===== config.mk =====
export PLATFORM = sky130hd
export DESIGN_NAME = dma_port_arbiter
export DESIGN_NICKNAME = d
export VERILOG_FILES = /design/src/rtl/dma_arb_pkg.sv /design/src/rtl/dma_arb_ctrl.sv /design/src/rtl/dma_arb_path.sv /design/src/rtl/dma_port_arbiter.sv
export SDC_FILE = /design/constraint.sdc
export NUM_CORES = 1
export LEC_CHECK = 0
export BUFFER_PORTS_ARGS = -buffer_cell sky130_fd_sc_hd__buf_2
export CORE_MARGIN = 2
export CORE_UTILIZATION = 45
export CTS_CLUSTER_SIZE = 14
export DETAILED_ROUTE_END_ITERATION = 6
export PLACE_DENSITY = 0.65
export SLEW_MARGIN = 25
export SYNTH_ARGS = -nofsm -noshare
export SYNTH_HDL_FRONTEND = slang
export SYNTH_SLANG_ARGS = --single-unit
export TNS_END_PERCENT = 100

===== constraint.sdc =====
create_clock -name clk -period 26.3 [get_ports clk]
set_input_delay 5.26 -clock clk [delete_from_list [all_inputs] [get_ports clk]]
set_output_delay 5.26 -clock clk [all_outputs]
set_load 0.005 [all_outputs]

===== src/rtl/dma_arb_pkg.sv =====
package dma_arb_pkg;

  typedef enum logic [2:0] {
    ENG_IDLE   = 3'd0,
    ENG_READ   = 3'd1,
    ENG_WRITE  = 3'd2,
    ENG_RDWAIT = 3'd3,
    ENG_WRWAIT = 3'd4
  } engState_t;

  // strobes from control to datapath
  typedef struct packed {
    logic parkRx;   // capture live receive request into parked slot
    logic parkTx;   // capture live transmit request into parked slot
    logic startRx;  // receive takes the port this edge
    logic startTx;  // transmit takes the port this edge
    logic srcLive;  // started transfer uses live inputs, not parked slot
  } arbStrobe_t;

endpackage


===== src/rtl/dma_arb_ctrl.sv =====
module dma_arb_ctrl
  import dma_arb_pkg::*;
(
  input  logic       clk,
  input  logic       rstN,
  input  logic       rxReq,
  input  logic       rxWrite,
  input  logic       txReq,
  input  logic       txWrite,
  input  logic       latZero,
  input  logic       cntLast,
  output arbStrobe_t strobe,
  output engState_t  rxState,
  output engState_t  txState,
  output logic       rxDone,
  output logic       txDone
);

  logic rxActive, txActive, rxWaiting, txWaiting, busy;
  logic rxAccept, txAccept, startRx, startTx;
  logic rxKindW, txKindW;
  engState_t rxNext, txNext;
  logic rxDoneNext, txDoneNext;

  assign rxActive  = (rxState == ENG_READ) || (rxState == ENG_WRITE);
  assign txActive  = (txState == ENG_READ) || (txState == ENG_WRITE);
  assign rxWaiting = (rxState == ENG_RDWAIT) || (rxState == ENG_WRWAIT);
  assign txWaiting = (txState == ENG_RDWAIT) || (txState == ENG_WRWAIT);
  assign busy      = rxActive || txActive;

  assign rxAccept = rxReq && ((rxState == ENG_IDLE) ||
                              (rxState == ENG_RDWAIT && !rxWrite) ||
                              (rxState == ENG_WRWAIT && rxWrite));
  assign txAccept = txReq && ((txState == ENG_IDLE) ||
                              (txState == ENG_RDWAIT && !txWrite) ||
                              (txState == ENG_WRWAIT && txWrite));

  // a parked engine beats any fresh request; receive beats transmit
  assign startRx = !busy && (rxWaiting || (rxAccept && !txWaiting));
  assign startTx = !busy && !startRx && (txWaiting || txAccept);

  assign rxKindW = rxAccept ? rxWrite : (rxState == ENG_WRWAIT);
  assign txKindW = txAccept ? txWrite : (txState == ENG_WRWAIT);

  assign strobe.parkRx  = rxAccept && !startRx;
  assign strobe.parkTx  = txAccept && !startTx;
  assign strobe.startRx = startRx;
  assign strobe.startTx = startTx;
  assign strobe.srcLive = startTx ? txAccept : rxAccept;

  always_comb begin
    rxNext = rxState;
    rxDoneNext = 1'b0;
    if (startRx) begin
      if (latZero) begin
        rxNext = ENG_IDLE;
        rxDoneNext = 1'b1;
      end else begin
        rxNext = rxKindW ? ENG_WRITE : ENG_READ;
      end
    end else if (strobe.parkRx) begin
      rxNext = rxWrite ? ENG_WRWAIT : ENG_RDWAIT;
    end else if (rxActive && cntLast) begin
      rxNext = ENG_IDLE;
      rxDoneNext = 1'b1;
    end
  end

  always_comb begin
    txNext = txState;
    txDoneNext = 1'b0;
    if (startTx) begin
      if (latZero) begin
        txNext = ENG_IDLE;
        txDoneNext = 1'b1;
      end else begin
        txNext = txKindW ? ENG_WRITE : ENG_READ;
      end
    end else if (strobe.parkTx) begin
      txNext = txWrite ? ENG_WRWAIT : ENG_RDWAIT;
    end else if (txActive && cntLast) begin
      txNext = ENG_IDLE;
      txDoneNext = 1'b1;
    end
  end

  always_ff @(posedge clk) begin
    if (!rstN) begin
      rxState <= ENG_IDLE;
      txState <= ENG_IDLE;
      rxDone  <= 1'b0;
      txDone  <= 1'b0;
    end else begin
      rxState <= rxNext;
      txState <= txNext;
      rxDone  <= rxDoneNext;
      txDone  <= txDoneNext;
    end
  end

  // the port never has two owners
  p_single_owner_r8: assert property (@(posedge clk) disable iff (!rstN)
    !(rxActive && txActive));

  // a done pulse is only seen with the engine back at idle
  p_rx_done_idle_r3: assert property (@(posedge clk) disable iff (!rstN)
    rxDone |-> (rxState == ENG_IDLE));
  p_tx_done_idle_r3: assert property (@(posedge clk) disable iff (!rstN)
    txDone |-> (txState == ENG_IDLE));

  // a parked engine is served as soon as the port is free
  p_rx_wait_served_r8: assert property (@(posedge clk) disable iff (!rstN)
    (rxWaiting && !busy) |=> !((rxState == ENG_RDWAIT) || (rxState == ENG_WRWAIT)));
  p_tx_wait_served_r8: assert property (@(posedge clk) disable iff (!rstN)
    (txWaiting && !busy) |=> !((txState == ENG_RDWAIT) || (txState == ENG_WRWAIT)));

  // simultaneous fresh requests on a free port park transmit
  p_rx_first_r9: assert property (@(posedge clk) disable iff (!rstN)
    (rxState == ENG_IDLE && txState == ENG_IDLE && rxReq && txReq)
      |=> ((txState == ENG_RDWAIT) || (txState == ENG_WRWAIT)));

  // an active engine only holds its state or finishes
  p_rx_hold_r6: assert property (@(posedge clk) disable iff (!rstN)
    rxActive |=> ((rxState == $past(rxState)) || (rxState == ENG_IDLE)));

endmodule


===== src/rtl/dma_arb_path.sv =====
module dma_arb_path
  import dma_arb_pkg::*;
#(
  parameter int AW = 32,
  parameter int LW = 14,
  parameter int DW = 16
) (
  input  logic          clk,
  input  logic          rstN,
  input  arbStrobe_t    strobe,
  input  logic [AW-1:0] rxAddr,
  input  logic [LW-1:0] rxLen,
  input  logic          rxWrite,
  input  logic [AW-1:0] txAddr,
  input  logic [LW-1:0] txLen,
  input  logic          txWrite,
  input  logic [DW-1:0] rdDelay,
  input  logic [DW-1:0] rdFactor,
  input  logic [DW-1:0] wrDelay,
  input  logic [DW-1:0] wrFactor,
  output logic          latZero,
  output logic          cntLast,
  output logic          cntIdle,
  output logic [AW-1:0] portAddr,
  output logic [LW-1:0] portLen,
  output logic          portWrite,
  output logic          portOwnerTx
);

  localparam int NENG  = 2;
  localparam int BLKW  = LW - 5;        // holds ceil(max len / 64)
  localparam int PRODW = BLKW + DW;
  localparam int CW    = PRODW + 1;     // delay + product without overflow

  logic [NENG-1:0][AW-1:0] liveAddr, parkAddr;
  logic [NENG-1:0][LW-1:0] liveLen, parkLen;
  logic [NENG-1:0]         liveWrite, parkWrite, park;

  assign liveAddr  = {txAddr, rxAddr};
  assign liveLen   = {txLen, rxLen};
  assign liveWrite = {txWrite, rxWrite};
  assign park      = {strobe.parkTx, strobe.parkRx};

  always_ff @(posedge clk) begin
    if (!rstN) begin
      parkAddr  <= '0;
      parkLen   <= '0;
      parkWrite <= '0;
    end else begin
      for (int e = 0; e < NENG; e++) begin
        if (park[e]) begin
          parkAddr[e]  <= liveAddr[e];
          parkLen[e]   <= liveLen[e];
          parkWrite[e] <= liveWrite[e];
        end
      end
    end
  end

  logic          selIdx, anyStart, selWrite;
  logic [AW-1:0] selAddr;
  logic [LW-1:0] selLen;
  logic [LW:0]   lenRound;
  logic [BLKW-1:0] blocks;
  logic [DW-1:0] selDelay, selFactor;
  logic [PRODW-1:0] prod;
  logic [CW-1:0] lat, cnt;

  assign selIdx   = strobe.startTx;
  assign anyStart = strobe.startRx || strobe.startTx;
  assign selAddr  = strobe.srcLive ? liveAddr[selIdx]  : parkAddr[selIdx];
  assign selLen   = strobe.srcLive ? liveLen[selIdx]   : parkLen[selIdx];
  assign selWrite = strobe.srcLive ? liveWrite[selIdx] : parkWrite[selIdx];

  assign lenRound  = {1'b0, selLen} + (LW+1)'(63);
  assign blocks    = BLKW'(lenRound >> 6);
  assign selDelay  = selWrite ? wrDelay : rdDelay;
  assign selFactor = selWrite ? wrFactor : rdFactor;
  assign prod      = PRODW'(blocks) * PRODW'(selFactor);
  assign lat       = CW'(prod) + CW'(selDelay);
  assign latZero   = (lat == '0);

  always_ff @(posedge clk) begin
    if (!rstN) begin
      cnt         <= '0;
      portAddr    <= '0;
      portLen     <= '0;
      portWrite   <= 1'b0;
      portOwnerTx <= 1'b0;
    end else if (anyStart) begin
      cnt         <= lat;
      portAddr    <= selAddr;
      portLen     <= selLen;
      portWrite   <= selWrite;
      portOwnerTx <= selIdx;
    end else if (cnt != '0) begin
      cnt <= cnt - 1'b1;
    end
  end

  assign cntLast = (cnt == CW'(1));
  assign cntIdle = (cnt == '0);

  // port fields only move at a start edge
  p_port_stable_r10: assert property (@(posedge clk) disable iff (!rstN)
    !anyStart |=> $stable(portLen) && $stable(portOwnerTx));

endmodule


===== src/rtl/dma_port_arbiter.sv =====
module dma_port_arbiter
  import dma_arb_pkg::*;
#(
  parameter int AW = 32,
  parameter int LW = 14,
  parameter int DW = 16
) (
  input  logic          clk,
  input  logic          rstN,
  input  logic          rxReq,
  input  logic          rxWrite,
  input  logic [AW-1:0] rxAddr,
  input  logic [LW-1:0] rxLen,
  input  logic          txReq,
  input  logic          txWrite,
  input  logic [AW-1:0] txAddr,
  input  logic [LW-1:0] txLen,
  input  logic [DW-1:0] rdDelay,
  input  logic [DW-1:0] rdFactor,
  input  logic [DW-1:0] wrDelay,
  input  logic [DW-1:0] wrFactor,
  output logic [2:0]    rxState,
  output logic [2:0]    txState,
  output logic          rxDone,
  output logic          txDone,
  output logic [AW-1:0] portAddr,
  output logic [LW-1:0] portLen,
  output logic          portWrite,
  output logic          portOwnerTx
);

  arbStrobe_t strobe;
  engState_t  rxSt, txSt;
  logic latZero, cntLast, cntIdle;

  dma_arb_ctrl u_ctrl (
    .clk     (clk),
    .rstN    (rstN),
    .rxReq   (rxReq),
    .rxWrite (rxWrite),
    .txReq   (txReq),
    .txWrite (txWrite),
    .latZero (latZero),
    .cntLast (cntLast),
    .strobe  (strobe),
    .rxState (rxSt),
    .txState (txSt),
    .rxDone  (rxDone),
    .txDone  (txDone)
  );

  dma_arb_path #(.AW(AW), .LW(LW), .DW(DW)) u_path (
    .clk         (clk),
    .rstN        (rstN),
    .strobe      (strobe),
    .rxAddr      (rxAddr),
    .rxLen       (rxLen),
    .rxWrite     (rxWrite),
    .txAddr      (txAddr),
    .txLen       (txLen),
    .txWrite     (txWrite),
    .rdDelay     (rdDelay),
    .rdFactor    (rdFactor),
    .wrDelay     (wrDelay),
    .wrFactor    (wrFactor),
    .latZero     (latZero),
    .cntLast     (cntLast),
    .cntIdle     (cntIdle),
    .portAddr    (portAddr),
    .portLen     (portLen),
    .portWrite   (portWrite),
    .portOwnerTx (portOwnerTx)
  );

  assign rxState = rxSt;
  assign txState = txSt;

  // an engine in reading or writing always has cycles left to run
  p_count_live_r3: assert property (@(posedge clk) disable iff (!rstN)
    ((rxSt == ENG_READ) || (rxSt == ENG_WRITE) ||
     (txSt == ENG_READ) || (txSt == ENG_WRITE)) |-> !cntIdle);

endmodule


==> metrics <==
Relative slew margins 0.290; fill count approximately 3200; boundary pin count 218; HPWL after DPL 33900 um; die extent in x 185 um; CTS Hold Bufs 0; first-pass GRT wire length between 70000 and 80000 um; die area 0.0344 mm2; Seq/Total Area, Yosys 0.238; cell area after synthesis between 0.01 and 0.015 mm2; status finished, final reports clean; CTS root buf clkbuf_16; antenna violations before repair 1; Initial Util 0.457; min-delay src u_path.portAddr[21]; GRT Max-Usage Layer met2; CP arrival approximately 15000 ps; RePlAce Congestion 0.942; WL final ~46000 um; fin nets between 2000 and 2500; number of global-route vias before repair 13800; ANT nets after route 0; Num CTS Buffers 17; layout cell share with drive strength beyond 1 0.155; Tightest Hold Check Type reg2reg; Final Hold Viols 0; CP Capture Type flop; met1 usage 0.362; Post-synth EDFFs 0; critical path class in2reg; pin count of the biggest net entering global routing 84; final slew viol count 0; pre-CTS setup slack approximately 11000 ps; fin crit share 0.576; CP startpoint txWrite; Setup Fix Bufs, Post-CTS 0; Via-to-Cell Ratio 5.65; CP Max Fanout 83; H-tree lvl count 4; post-cts gate resize count 0; initial DRC count 1040; DR WL/cell 18.3 um; Yosys reg bits 176; met2 Resource Use GR 0.436; residual DRC count 0; Synth Instances 1940; startpoint types input port; post-synth cell types 79; Primary FF master, synth dfxtp_1; PortBufs 217; max-cap violation count 0; TritonCTS clock tree done; Syn. warnings 0; Clock Latency Late Sink 440 ps; via count 14300; final setup fails 0; Die Y-Extent 185 um; Mapped Nets 2279; DRT Pass-1 Iters 5; fraction of registers with async set/reset 0; core box area 0.0325 mm2; fin worst setup slack approximately 11000 ps; clock-pin slew on the worst setup and hold paths 60 ps; Setup TNS 0 ps; f_max roughly 0.066 GHz; Cell Rows 66; Req. time, crit path ~27000 ps; final clock skew between 15 and 20 ps; GRT Total Usage 0.269; RR Startpoint u_ctrl.txState[0]; Syn-to-layout area delta 13.5%; grt total ovfl 0; CTS Buffer Depth 2; fin crit period 15150 ps; Mapped Avg Cell Area ~7.6 um2; RSZ-0062 raised after global routing false; worst slew pin tran 1060 ps; Sink Count 176; met3 Use GR 0.0391
## routing by layer
layer  wire length, um  share of wire  vias up
met3              2970          0.064       87
met2             21500           0.47      514
li1                  -              -     6798
met4              1500          0.032        0
met1             20200           0.44     6907
met5                 0              0        -
## sequential cells by signal, summed over array words and instances (netlist names), 2 cells and up
signal / flops
u_path.parkAddr: 64
u_path.portAddr: 32
u_path.parkLen: 28
u_path.cnt: 26
u_path.portLen: 14
u_ctrl.rxState: 3
u_ctrl.txState: 3
u_path.parkWrite: 2
## cell usage after synthesis, types with 10 or more instances
| master | number | area share |
|---|---|---|
| a21oi_1 | 226 | 0.076 |
| o21ai_0 | 26 | 0.0088 |
| a211oi_1 | 22 | 0.011 |
| a21oi_2 | 10 | 0.0059 |
| ha_1 | 65 | 0.055 |
| nor2_1 | 77 | 0.020 |
| xor2_1 | 16 | 0.0095 |
| nand2_1 | 497 | 0.13 |
| nand4_1 | 11 | 0.0046 |
| fa_1 | 112 | 0.15 |
| a31oi_1 | 11 | 0.0046 |
| clkbuf_1 | 89 | 0.023 |
| nor3_1 | 17 | 0.0057 |
| buf_1 | 16 | 0.0041 |
| o22ai_1 | 10 | 0.0042 |
| a21o_1 | 31 | 0.016 |
| nand3_1 | 119 | 0.040 |
| inv_1 | 140 | 0.035 |
| dfxtp_1 | 176 | 0.24 |
| xnor2_1 | 27 | 0.016 |
| mux2i_1 | 66 | 0.045 |
| mux2_2 | 25 | 0.019 |
## cells in the final DEF (no fill, tap or decap), drive strengths merged, types with 8 or more instances in the layout
master,Yosys,layout
nand3,119,119
mux2,26,26
nor2,77,77
o22ai,10,10
ha,65,65
nor3,18,18
o21a,10,10
and3,8,8
dfxtp,176,176
fa,112,112
nand2,497,497
xor2,16,16
buf,29,235
a31oi,11,11
clkbuf,89,20
o21ai,28,28
a211oi,22,22
inv,140,143
xnor2,27,27
mux2i,66,66
and2,9,9
a21oi,236,236
a21o,31,31
nor4,9,9
nand4,11,11
## per-stage QoR
stage           util  hold slack (ps)  instance area (um2)  instances
6_report       0.518              446                16800       2531
3_5_place_dp   0.499              441                16200       2499
4_1_cts        0.518              449                16800       2528
5_1_grt        0.518              462                16800       2529
3_3_place_gp   0.499              436                16200       2499
2_1_floorplan      -              433                14800       1940
## critical path, stage by stage
cell and delay (ps):
buf_2 140, and3b_1 230, o211ai_1 250, a21oi_1 400
o21a_4 160, buf_4 710, mux2i_1 230, mux2i_1 370
and3_1 320, nand4_1 860, a21oi_1 460, fa_1 480
ha_1 290, ha_1 310, fa_1 490, inv_1 50
fa_1 510, inv_1 50, ha_1 340, and3_1 200
a221oi_1 640, o21ai_0 410, o31a_1 360, a2111oi_0 440
nand4_1 210, a2111oi_0 720, and3_1 350, o22ai_1 110
## path summary, 6_finish.rpt
check / endpoint / slack (ps) / cells after the start
setup / recovery: u_ctrl.txState[1] / 11150 / 28
hold / removal: u_path.portAddr[21] / 450 / 2
setup reg to reg: u_ctrl.txState[1] / 15590 / 27
hold reg to reg: u_path.portAddr[21] / 450 / 2
## cell type report
class | instances | area [um2] | area share
Multi-Input combinational cell | 1505 | 10400 | 0.617
Sequential cell | 176 | 3520 | 0.209
Timing Repair Buffer | 235 | 1220 | 0.0726
Tap cell | 442 | 553 | 0.0329
Inverter | 141 | 532 | 0.0316
Clock buffer | 20 | 447 | 0.0266
Clock inverter | 9 | 158 | 0.00937
Antenna cell | 3 | 7.51 | 0.000446
## logic make-up (layout without fill, tap and decap cells)
group	after synthesis	after routing	synth area share
compound gates	412	412	0.172
mux	92	92	0.0643
buf+inv	259	405	0.0687
fa+ha+maj	177	177	0.206
other cells	0	3	0
simple gates	781	781	0.225
flops	176	176	0.238
xor+xnor	43	43	0.0254
Power is left out: the tool's default activity adds up to more than one toggle a clock period on the data nets, which glitch-free logic cannot reach.
